### config.mk
export PLATFORM = sky130hd
export DESIGN_NAME = i2c_cmd_master
export DESIGN_NICKNAME = d
export VERILOG_FILES = /design/src/rtl/i2cm_pkg.sv /design/src/rtl/i2cm_qtick.sv /design/src/rtl/i2cm_symbol.sv /design/src/rtl/i2c_cmd_master.sv
export SDC_FILE = /design/constraint.sdc
export NUM_CORES = 1
export LEC_CHECK = 0
export CORE_AREA = 2 2 70 72
export CTS_BUF_LIST = sky130_fd_sc_hd__clkbuf_16
export DETAILED_ROUTE_END_ITERATION = 16
export DIE_AREA = 0 0 72 74
export GPL_TIMING_DRIVEN = 0
export PLACE_DENSITY = 0.9
export SKIP_LAST_GASP = 1
export SYNTH_ARGS = -nofsm -noshare
export SYNTH_HDL_FRONTEND = slang
export SYNTH_SLANG_ARGS = --single-unit
### constraint.sdc
create_clock -name clk -period 6.3 [get_ports clk]
set_input_delay 1.575 -clock clk [delete_from_list [all_inputs] [get_ports clk]]
set_output_delay 1.575 -clock clk [all_outputs]
set_load 0.01 [all_outputs]
### src/rtl/i2cm_pkg.sv
package i2cm_pkg;
  typedef enum logic [2:0] {
    OP_START = 3'd0, OP_STOP = 3'd1, OP_TX = 3'd2, OP_RX = 3'd3,
    OP_ACK = 3'd4, OP_NAK = 3'd5, OP_ACKRX = 3'd6, OP_RSVD = 3'd7
  } op_e;

  typedef enum logic [2:0] {
    ST_START = 3'd0, ST_STOP = 3'd1, ST_TXDONE = 3'd2, ST_RXDONE = 3'd3,
    ST_ACKSENT = 3'd4, ST_ACKGOT = 3'd5, ST_NAKGOT = 3'd6
  } stat_e;

  typedef enum logic [1:0] {
    SYM_START = 2'd0, SYM_STOP = 2'd1, SYM_BIT = 2'd2
  } sym_e;

  localparam int BYTE_W = 8;
endpackage

### src/rtl/i2cm_qtick.sv
module i2cm_qtick #(
  parameter int DIV_W = 8
) (
  input  logic             clk,
  input  logic             rst_n,
  input  logic             run,
  input  logic [DIV_W-1:0] div,
  output logic             tick
);
  logic [DIV_W-1:0] cnt;

  assign tick = run && (cnt >= div);

  always_ff @(posedge clk or negedge rst_n) begin
    if (!rst_n)      cnt <= '0;
    else if (!run)   cnt <= '0;
    else if (tick)   cnt <= '0;
    else             cnt <= cnt + 1'b1;
  end


  tick_gap_chk: assert property (@(posedge clk) disable iff (!rst_n)
    (tick && div != '0) |=> (!tick || div == '0));
endmodule

### src/rtl/i2cm_symbol.sv
module i2cm_symbol
  import i2cm_pkg::*;
(
  input  logic clk,
  input  logic rst_n,
  input  logic go,
  input  sym_e kind,
  input  logic bitv,
  input  logic tick,
  input  logic sda_in,
  output logic run,
  output logic scl_oe,
  output logic sda_oe,
  output logic sample,
  output logic done
);
  logic [1:0] q;
  sym_e       kind_q;
  logic       bit_q;

  function automatic logic [1:0] drive(sym_e k, logic [1:0] ph, logic b);
    logic [1:0] r;
    case (k)
      SYM_START: case (ph)
        2'd0: r = 2'b10;
        2'd1: r = 2'b00;
        2'd2: r = 2'b01;
        default: r = 2'b11;
      endcase
      SYM_STOP: case (ph)
        2'd0: r = 2'b11;
        2'd1: r = 2'b01;
        default: r = 2'b00;
      endcase
      default: r = {(ph == 2'd0) || (ph == 2'd3), ~b};
    endcase
    return r;
  endfunction

  assign done = run && tick && (q == 2'd3);

  always_ff @(posedge clk or negedge rst_n) begin
    if (!rst_n) begin
      run    <= 1'b0;
      q      <= 2'd0;
      kind_q <= SYM_BIT;
      bit_q  <= 1'b1;
      scl_oe <= 1'b0;
      sda_oe <= 1'b0;
      sample <= 1'b1;
    end else if (go && !run) begin
      run    <= 1'b1;
      q      <= 2'd0;
      kind_q <= kind;
      bit_q  <= bitv;
    end else if (run && tick) begin
      {scl_oe, sda_oe} <= drive(kind_q, q, bit_q);
      if (q == 2'd2) sample <= sda_in;
      if (q == 2'd3) run <= 1'b0;
      q <= q + 2'd1;
    end
  end


  sda_low_chk: assert property (@(posedge clk) disable iff (!rst_n)
    ($changed(sda_oe) && kind_q == SYM_BIT) |-> scl_oe);
endmodule

### src/rtl/i2c_cmd_master.sv
module i2c_cmd_master
  import i2cm_pkg::*;
#(
  parameter int DIV_W = 8
) (
  input  logic             clk,
  input  logic             rst_n,
  input  logic             cmd_wr,
  input  logic [2:0]       cmd_op,
  input  logic             cmd_go,
  output logic [2:0]       op_sel,
  input  logic [7:0]       tx_byte,
  output logic [7:0]       rx_byte,
  output logic             busy,
  output logic             irq,
  input  logic             irq_clr,
  output logic [2:0]       status,
  input  logic [DIV_W-1:0] clk_div,
  input  logic             sda_in,
  output logic             scl_oe,
  output logic             sda_oe
);
  localparam logic [2:0] LAST_BIT = 3'(BYTE_W - 1);

  logic [2:0]        op_eff;
  op_e               op_act;
  logic [2:0]        bits_left;
  logic [BYTE_W-1:0] shreg;
  logic              sym_go, sym_run, sym_done, sym_sample, tick;
  logic              launch, fin, bitv;
  sym_e              kind;
  logic [2:0]        code;

  assign op_eff = cmd_wr ? cmd_op : op_sel;
  assign launch = cmd_go && !busy && (op_eff != OP_RSVD);
  assign fin    = sym_done && (bits_left == 3'd0);

  always_comb begin
    kind = SYM_BIT;
    bitv = 1'b1;
    code = ST_START;
    case (op_act)
      OP_START: begin kind = SYM_START; code = ST_START; end
      OP_STOP:  begin kind = SYM_STOP;  code = ST_STOP;  end
      OP_TX:    begin bitv = shreg[BYTE_W-1]; code = ST_TXDONE; end
      OP_RX:    code = ST_RXDONE;
      OP_ACK:   begin bitv = 1'b0; code = ST_ACKSENT; end
      OP_NAK:   code = ST_ACKSENT;
      default:  code = sym_sample ? ST_NAKGOT : ST_ACKGOT;
    endcase
  end

  always_ff @(posedge clk or negedge rst_n) begin
    if (!rst_n) op_sel <= OP_START;
    else if (cmd_wr) op_sel <= cmd_op;
  end

  always_ff @(posedge clk or negedge rst_n) begin
    if (!rst_n) begin
      busy      <= 1'b0;
      op_act    <= OP_START;
      bits_left <= 3'd0;
      shreg     <= '0;
      sym_go    <= 1'b0;
      rx_byte   <= '0;
    end else begin
      sym_go <= 1'b0;
      if (launch) begin
        busy      <= 1'b1;
        op_act    <= op_e'(op_eff);
        sym_go    <= 1'b1;
        shreg     <= tx_byte;
        bits_left <= (op_eff == OP_TX || op_eff == OP_RX) ? LAST_BIT : 3'd0;
      end else if (sym_done) begin
        if (bits_left != 3'd0) begin
          bits_left <= bits_left - 3'd1;
          shreg     <= {shreg[BYTE_W-2:0], sym_sample};
          sym_go    <= 1'b1;
        end else begin
          busy <= 1'b0;
          if (op_act == OP_RX) rx_byte <= {shreg[BYTE_W-2:0], sym_sample};
        end
      end
    end
  end

  always_ff @(posedge clk or negedge rst_n) begin
    if (!rst_n) begin
      irq    <= 1'b0;
      status <= ST_START;
    end else if (fin) begin
      irq    <= 1'b1;
      status <= code;
    end else if (irq_clr) begin
      irq    <= 1'b0;
      status <= ST_START;
    end
  end

  i2cm_qtick #(.DIV_W(DIV_W)) u_tick (
    .clk(clk), .rst_n(rst_n), .run(sym_run), .div(clk_div), .tick(tick)
  );

  i2cm_symbol u_sym (
    .clk(clk), .rst_n(rst_n), .go(sym_go), .kind(kind), .bitv(bitv),
    .tick(tick), .sda_in(sda_in), .run(sym_run), .scl_oe(scl_oe),
    .sda_oe(sda_oe), .sample(sym_sample), .done(sym_done)
  );


  launch_chk: assert property (@(posedge clk) disable iff (!rst_n)
    (cmd_go && !busy && op_eff != OP_RSVD) |=> busy);

  busy_irq_chk: assert property (@(posedge clk) disable iff (!rst_n)
    $fell(busy) |-> irq);

  irq_clr_chk: assert property (@(posedge clk) disable iff (!rst_n)
    (irq_clr && !fin) |=> (!irq && status == 3'd0));

  rsvd_idle_chk: assert property (@(posedge clk) disable iff (!rst_n)
    (cmd_go && !busy && op_eff == OP_RSVD) |=> !busy);
endmodule

==> flow_summary.ini, run 1 <==
[outcome]
status = finished, final reports clean

[timing]
fin_worst_skew_ps = 8.01
finalHoldViolations = 0
rsz0062_at_grt = false
slew_headroom_pct = 44.9
setup_violations = 0
slew_viol_final = 0
worst_slew_pin_slew_ps = 819
setup-tns-final_ps = 0
clock.fmax_mhz = 262
finalCritPeriodShare_pct = 60.6
period_needed_ps = 3820

[global_route]
busiest_layer = met2
grt_overflow = 0
met2_usage_pct = 38.1
grt_pass1_wl_microns = 8850
grt_max_degree = 42
grt_pass1_vias = 2001
antenna_found_initial = 0
met3_usage_pct = 4.88
grt_use_total_pct = 21.3
grt_util_met1_pct = 25.1

[cells_and_area]
nNetsFinal = 329
n_antenna_cell = 0
fin_util_pct = 67.0
layout_common_cells = dfrtp_1, clkdlybuf4s50_1, nor2_1
final_common_cell = dfrtp_1
drive_gt1_share_pct = 9.69
multi_input_area_sq_um = 1140
fill_cells = 348
area.growth.synth_to_final_pct = 26.2
seqCellArea_sq_um = 1200
fin_cells = 343

[setup_path]
cp-end-kind = flip-flop
ff2ff_path_depth = 8
arrival_ps = 3990
required_ps = 6470
startpoint_type = input port
path_max_fanout = 9
critPathKind = input port to flip-flop

[floorplan]
dieWidth_microns = 72
start_util_pct = 53.1
die_h_microns = 74
io_pins = 43
die_area_sq_um = 5330
coreArea_sq_um = 4600
rows = 25

[synth]
yosysWarnings = 0
ys.flop_type = dfrtp_1
async_flop_share_pct = 100
synth_seq_area_share_pct = 49.3
syn_area_sq_um = 2440
ys_ff_latch = 48
synth_edf_count = 0
yosys.cell_types.count = 41
synth_nets = 279
avgSynthCellArea_sq_um = 10.3
synth_cells = 238

[detailed_routing]
routedWlPerCell_microns = 15.1
drt_iter0_drc = 102
vias = 1955
first_pass_iters = 4
antenna_left = 0
avgViaCountPerCell = 5.70
wl_microns = 5190
drc = 0

[clock_network]
cts_buffers = 5
root_buffer = clkbuf_16
ctsResizeCount = 0
post_cts_buffers = 0
clockBufferDepth = 2
worstSkewPairLatency_ps = 290
cts.clk_slew.worst_paths_ps = 60
cts_tree = yes
cts_max_level = 2
postCtsHoldBufs = 0
cts.sinks = 48

[min_path]
hold_class = flip-flop to flip-flop
whs_path_depth = 1

[placement]
hpwl_microns = 3710
io_buffers = 42
gp_congestion = 0.792
place_inst = 335

[power]
ir_worst_vdd_uv = 208
p_leak_uw = 0.00139
pwr_density_cell_nw_per_um2 = 365

[job]
maxCapViolations = 0
[where the power goes]
group	internal (uW)	switching, uW
clock network	143	108
logic	175	202
registers	406	89.5
total	725	400
[critical path: stages]
cell and delay (ps):
clkdlybuf4s50_1 460, inv_1 40, ha_1 300, nand4_1 120, o31a_1 310, buf_2 190, nor4_4 590, mux2_2 400
[final timing paths]
kind	start	endpoint	slack, ps
worst min register to register	u_tick.cnt[0]	u_tick.cnt[0]	480
max in group asynchronous	rst_n	u_sym.bit_q	4650
worst max register to register	u_tick.cnt[0]	shreg[1]	3810
worst min-delay path	u_tick.cnt[0]	u_tick.cnt[0]	480
worst max-delay path	clk_div[7]	rx_byte[1]	2480
min in group asynchronous	rst_n	u_sym.sda_oe	1130
[registers in the layout, summed over array words and instances, names as in the netlist, 2 cells and up]
register	flops
rx_byte	8
shreg	8
u_tick.cnt	8
bits_left	3
op_act	3
op_sel	3
status	3
u_sym.kind_q	2
u_sym.q	2
[cell type report]
cell class / count / area share [%]
inverter: 19 / 2.31
buffer: 7 / 0.933
tap: 54 / 2.19
clock buffer: 5 / 4.06
timing repair buffer: 43 / 14.1
multi-input combinational: 164 / 36.9
sequential: 48 / 39.1
clock inverter: 3 / 0.406
[per-layer routing]
| layer | part of all wire [%] | up-vias |
|---|---|---|
| li1 | - | 939 |
| met5 | 0 | - |
| met3 | 6.0 | 8 |
| met2 | 52 | 64 |
| met4 | 1.1 | 0 |
| met1 | 41 | 944 |
[Yosys cell counts (3+ instances only)]
| cell type | number | share of area (%) |
|---|---|---|
| nand4_1 | 3 | 0.77 |
| inv_1 | 18 | 2.8 |
| clkbuf_1 | 5 | 0.77 |
| nor2_1 | 24 | 3.7 |
| nand3_1 | 8 | 1.6 |
| dfstp_2 | 3 | 3.2 |
| ha_1 | 16 | 8.2 |
| and3_1 | 3 | 0.77 |
| nand2_1 | 17 | 2.6 |
| a31oi_1 | 9 | 2.3 |
| nor2b_1 | 3 | 0.77 |
| a21oi_1 | 13 | 2.7 |
| dfrtp_1 | 45 | 46 |
| a21o_1 | 3 | 0.92 |
| mux2_2 | 11 | 5.1 |
| o21a_1 | 3 | 0.92 |
| xnor2_1 | 5 | 1.8 |
| o21ai_0 | 16 | 3.3 |
| mux2i_1 | 5 | 2.0 |
[cell families after synthesis]
group	Yosys count	synth area share (%)
and+or+nand+nor	66	13.0
xor gates and xnor gates	7	2.51
muxes	17	7.74
AOI/OAI and AO/OA	58	15.2
DFF	48	49.3
buffers and inverters	26	4.10
adders and majority gates	16	8.20
[metrics by stage]
| step | setup slack, ps | hold slack, ps | cell area [sq um] | power [uW] |
|---|---|---|---|---|
| CTS | 2460 | 479 | 3080 | 1130 |
| detailed placement | 2170 | 471 | 2950 | 869 |
| global route | 2260 | 518 | 3080 | 1200 |
| floorplan | 2880 | 447 | 2440 | 732 |
| finish | 2480 | 479 | 3080 | 1130 |
| global placement | 2190 | 467 | 2930 | 836 |
Power figures use the tool's default switching activity.
==> run 2, diff against run 1 <==
--- a/config.mk
+++ b/config.mk
@@ -5,12 +5,12 @@
 export SDC_FILE = /design/constraint.sdc
 export NUM_CORES = 1
 export LEC_CHECK = 0
-export CORE_AREA = 2 2 70 72
+export CORE_AREA = 2 2 72 74
 export CTS_BUF_LIST = sky130_fd_sc_hd__clkbuf_16
 export DETAILED_ROUTE_END_ITERATION = 16
-export DIE_AREA = 0 0 72 74
+export DIE_AREA = 0 0 74 76
 export GPL_TIMING_DRIVEN = 0
-export PLACE_DENSITY = 0.9
+export PLACE_DENSITY = 0.86
 export SKIP_LAST_GASP = 1
 export SYNTH_ARGS = -nofsm -noshare
 export SYNTH_HDL_FRONTEND = slang
==> constraint.sdc (replaced) <==
create_clock -name clk -period 4 [get_ports clk]
set_input_delay 1 -clock clk [delete_from_list [all_inputs] [get_ports clk]]
set_output_delay 1 -clock clk [all_outputs]
set_load 0.01 [all_outputs]
==> run 2 against run 1 <==
Combinational power up 56%; flip-flop and latch count unchanged; count of clock-buffer cells in the layout did not move; core utilization is 2.6 points lower; non-clock buffer count did not move; cell area is 2.7% higher; routed wire length grew 2.9%; power increased by 70%; largest cell class unchanged; largest power group unchanged.
==> flow_summary.ini, run 2 (synthesized netlist as in run 1, its figures left out) <==
[outcome]
status = finished, final reports clean

[cells_and_area]
fin_cells = 359
fill_cells = 389
layout_common_cells = dfrtp_1, clkdlybuf4s50_1, nor2_1
area.growth.synth_to_final_pct = 29.7
n_antenna_cell = 0
final_common_cell = dfrtp_1
reg_top3 = rx_byte (8), shreg (8), u_tick.cnt (8)
drive_gt1_share_pct = 10.4
nNetsFinal = 329

[floorplan]
die_area_sq_um = 5620
rows = 26
start_util_pct = 49.7
io_pins = 43
dieWidth_microns = 74
coreArea_sq_um = 4910
die_h_microns = 76

[clock_network]
clockBufferDepth = 2
postCtsHoldBufs = 0
cts.sinks = 48
cts_buffers = 5
cts_tree = yes
ctsResizeCount = 0
post_cts_buffers = 0
root_buffer = clkbuf_16
cts.clk_slew.worst_paths_ps = 70
cts_max_level = 2
worstSkewPairLatency_ps = 290

[timing]
rsz0062_at_grt = false
setup_violations = 0
finalHoldViolations = 0
slew_headroom_pct = 44.1
setup-tns-final_ps = 0
finalCritPeriodShare_pct = 81.5
slew_viol_final = 0
period_needed_ps = 3260
fin_worst_skew_ps = 8.01
worst_slew_pin_slew_ps = 832
clock.fmax_mhz = 307

[setup_path]
path_max_fanout = 10
arrival_ps = 3470
critPathKind = input port to flip-flop
startpoint_type = input port
cp-end-kind = flip-flop
required_ps = 4210

[detailed_routing]
drc = 0
routedWlPerCell_microns = 14.9
vias = 1931
drt_iter0_drc = 99
first_pass_iters = 4
avgViaCountPerCell = 5.38
wl_microns = 5350
antenna_left = 0

[placement]
io_buffers = 42
place_inst = 351
hpwl_microns = 3800
gp_congestion = 0.763

[job]
maxCapViolations = 0

[global_route]
grt_use_total_pct = 20.8
antenna_found_initial = 0
grt_max_degree = 26
grt_overflow = 0
grt_pass1_vias = 1994
grt_pass1_wl_microns = 9140

[power]
p_leak_uw = 0.00141
ir_worst_vdd_uv = 250
pwr_density_cell_nw_per_um2 = 603

[min_path]
hold_class = flip-flop to flip-flop
## run 2: changes by cell type in the layout (fill, tap and decap cells not counted), sizes merged
cell,previous run,this run
bufinv,0,2
clkinv,1,0
inv,21,20
## run 2: path summary, 6_finish.rpt
kind,from,end,slack [ps],cells after the start
setup / recovery,clk_div[7],shreg[3],740,8
hold / removal,u_tick.cnt[0],u_tick.cnt[0],480,1
setup reg to reg,u_tick.cnt[0],shreg[7],1490,8
hold reg to reg,u_tick.cnt[0],u_tick.cnt[0],480,1
max in group asynchronous,rst_n,u_tick.cnt[3],2770,2
min in group asynchronous,rst_n,op_act[1],710,1
## run 2: layout make-up
cell class,count,area (sq um),share of cell area (%)
buffer,7,28.8,0.909
clock buffer,5,125,3.95
clock inverter,3,68.8,2.17
inverter,19,71.3,2.25
multi-input combinational,164,1140,35.9
sequential,48,1200,38.0
tap,70,87.6,2.77
timing repair buffer,43,443,14.0
## run 2: critical path: stages
cell             delay, ps
clkdlybuf4s50_1        460
inv_1                   40
ha_1                   300
nand4_1                120
o31ai_1                740
clkbuf_1               460
a31oi_1                160
a21oi_1                190
## run 2: routing by layer
metal | track usage [%] | wire [microns]
met2 | 33.3 | 2710
met5 | 0 | 0
met4 | 6.91 | 85
met3 | 4.23 | 229
met1 | 27.9 | 2330
## run 2: metrics by stage
step                util, %  power, uW  area (sq um)  setup slack, ps  hold slack [ps]
finish                 64.5       1910          3170              740              485
global route           64.5       2050          3170              546              498
floorplan                 -       1150          2440             1160              447
global placement       60.1       1320          2950              457              466
detailed placement     60.5       1360          2970              442              477
CTS                    64.5       1920          3170              731              492
## run 2: power by group
group          total (uW)  internal [uW]  switching (uW)
sequential            778            640             138
combinational         590            276             314
clock                 540            360             180
total                1910           1280             632
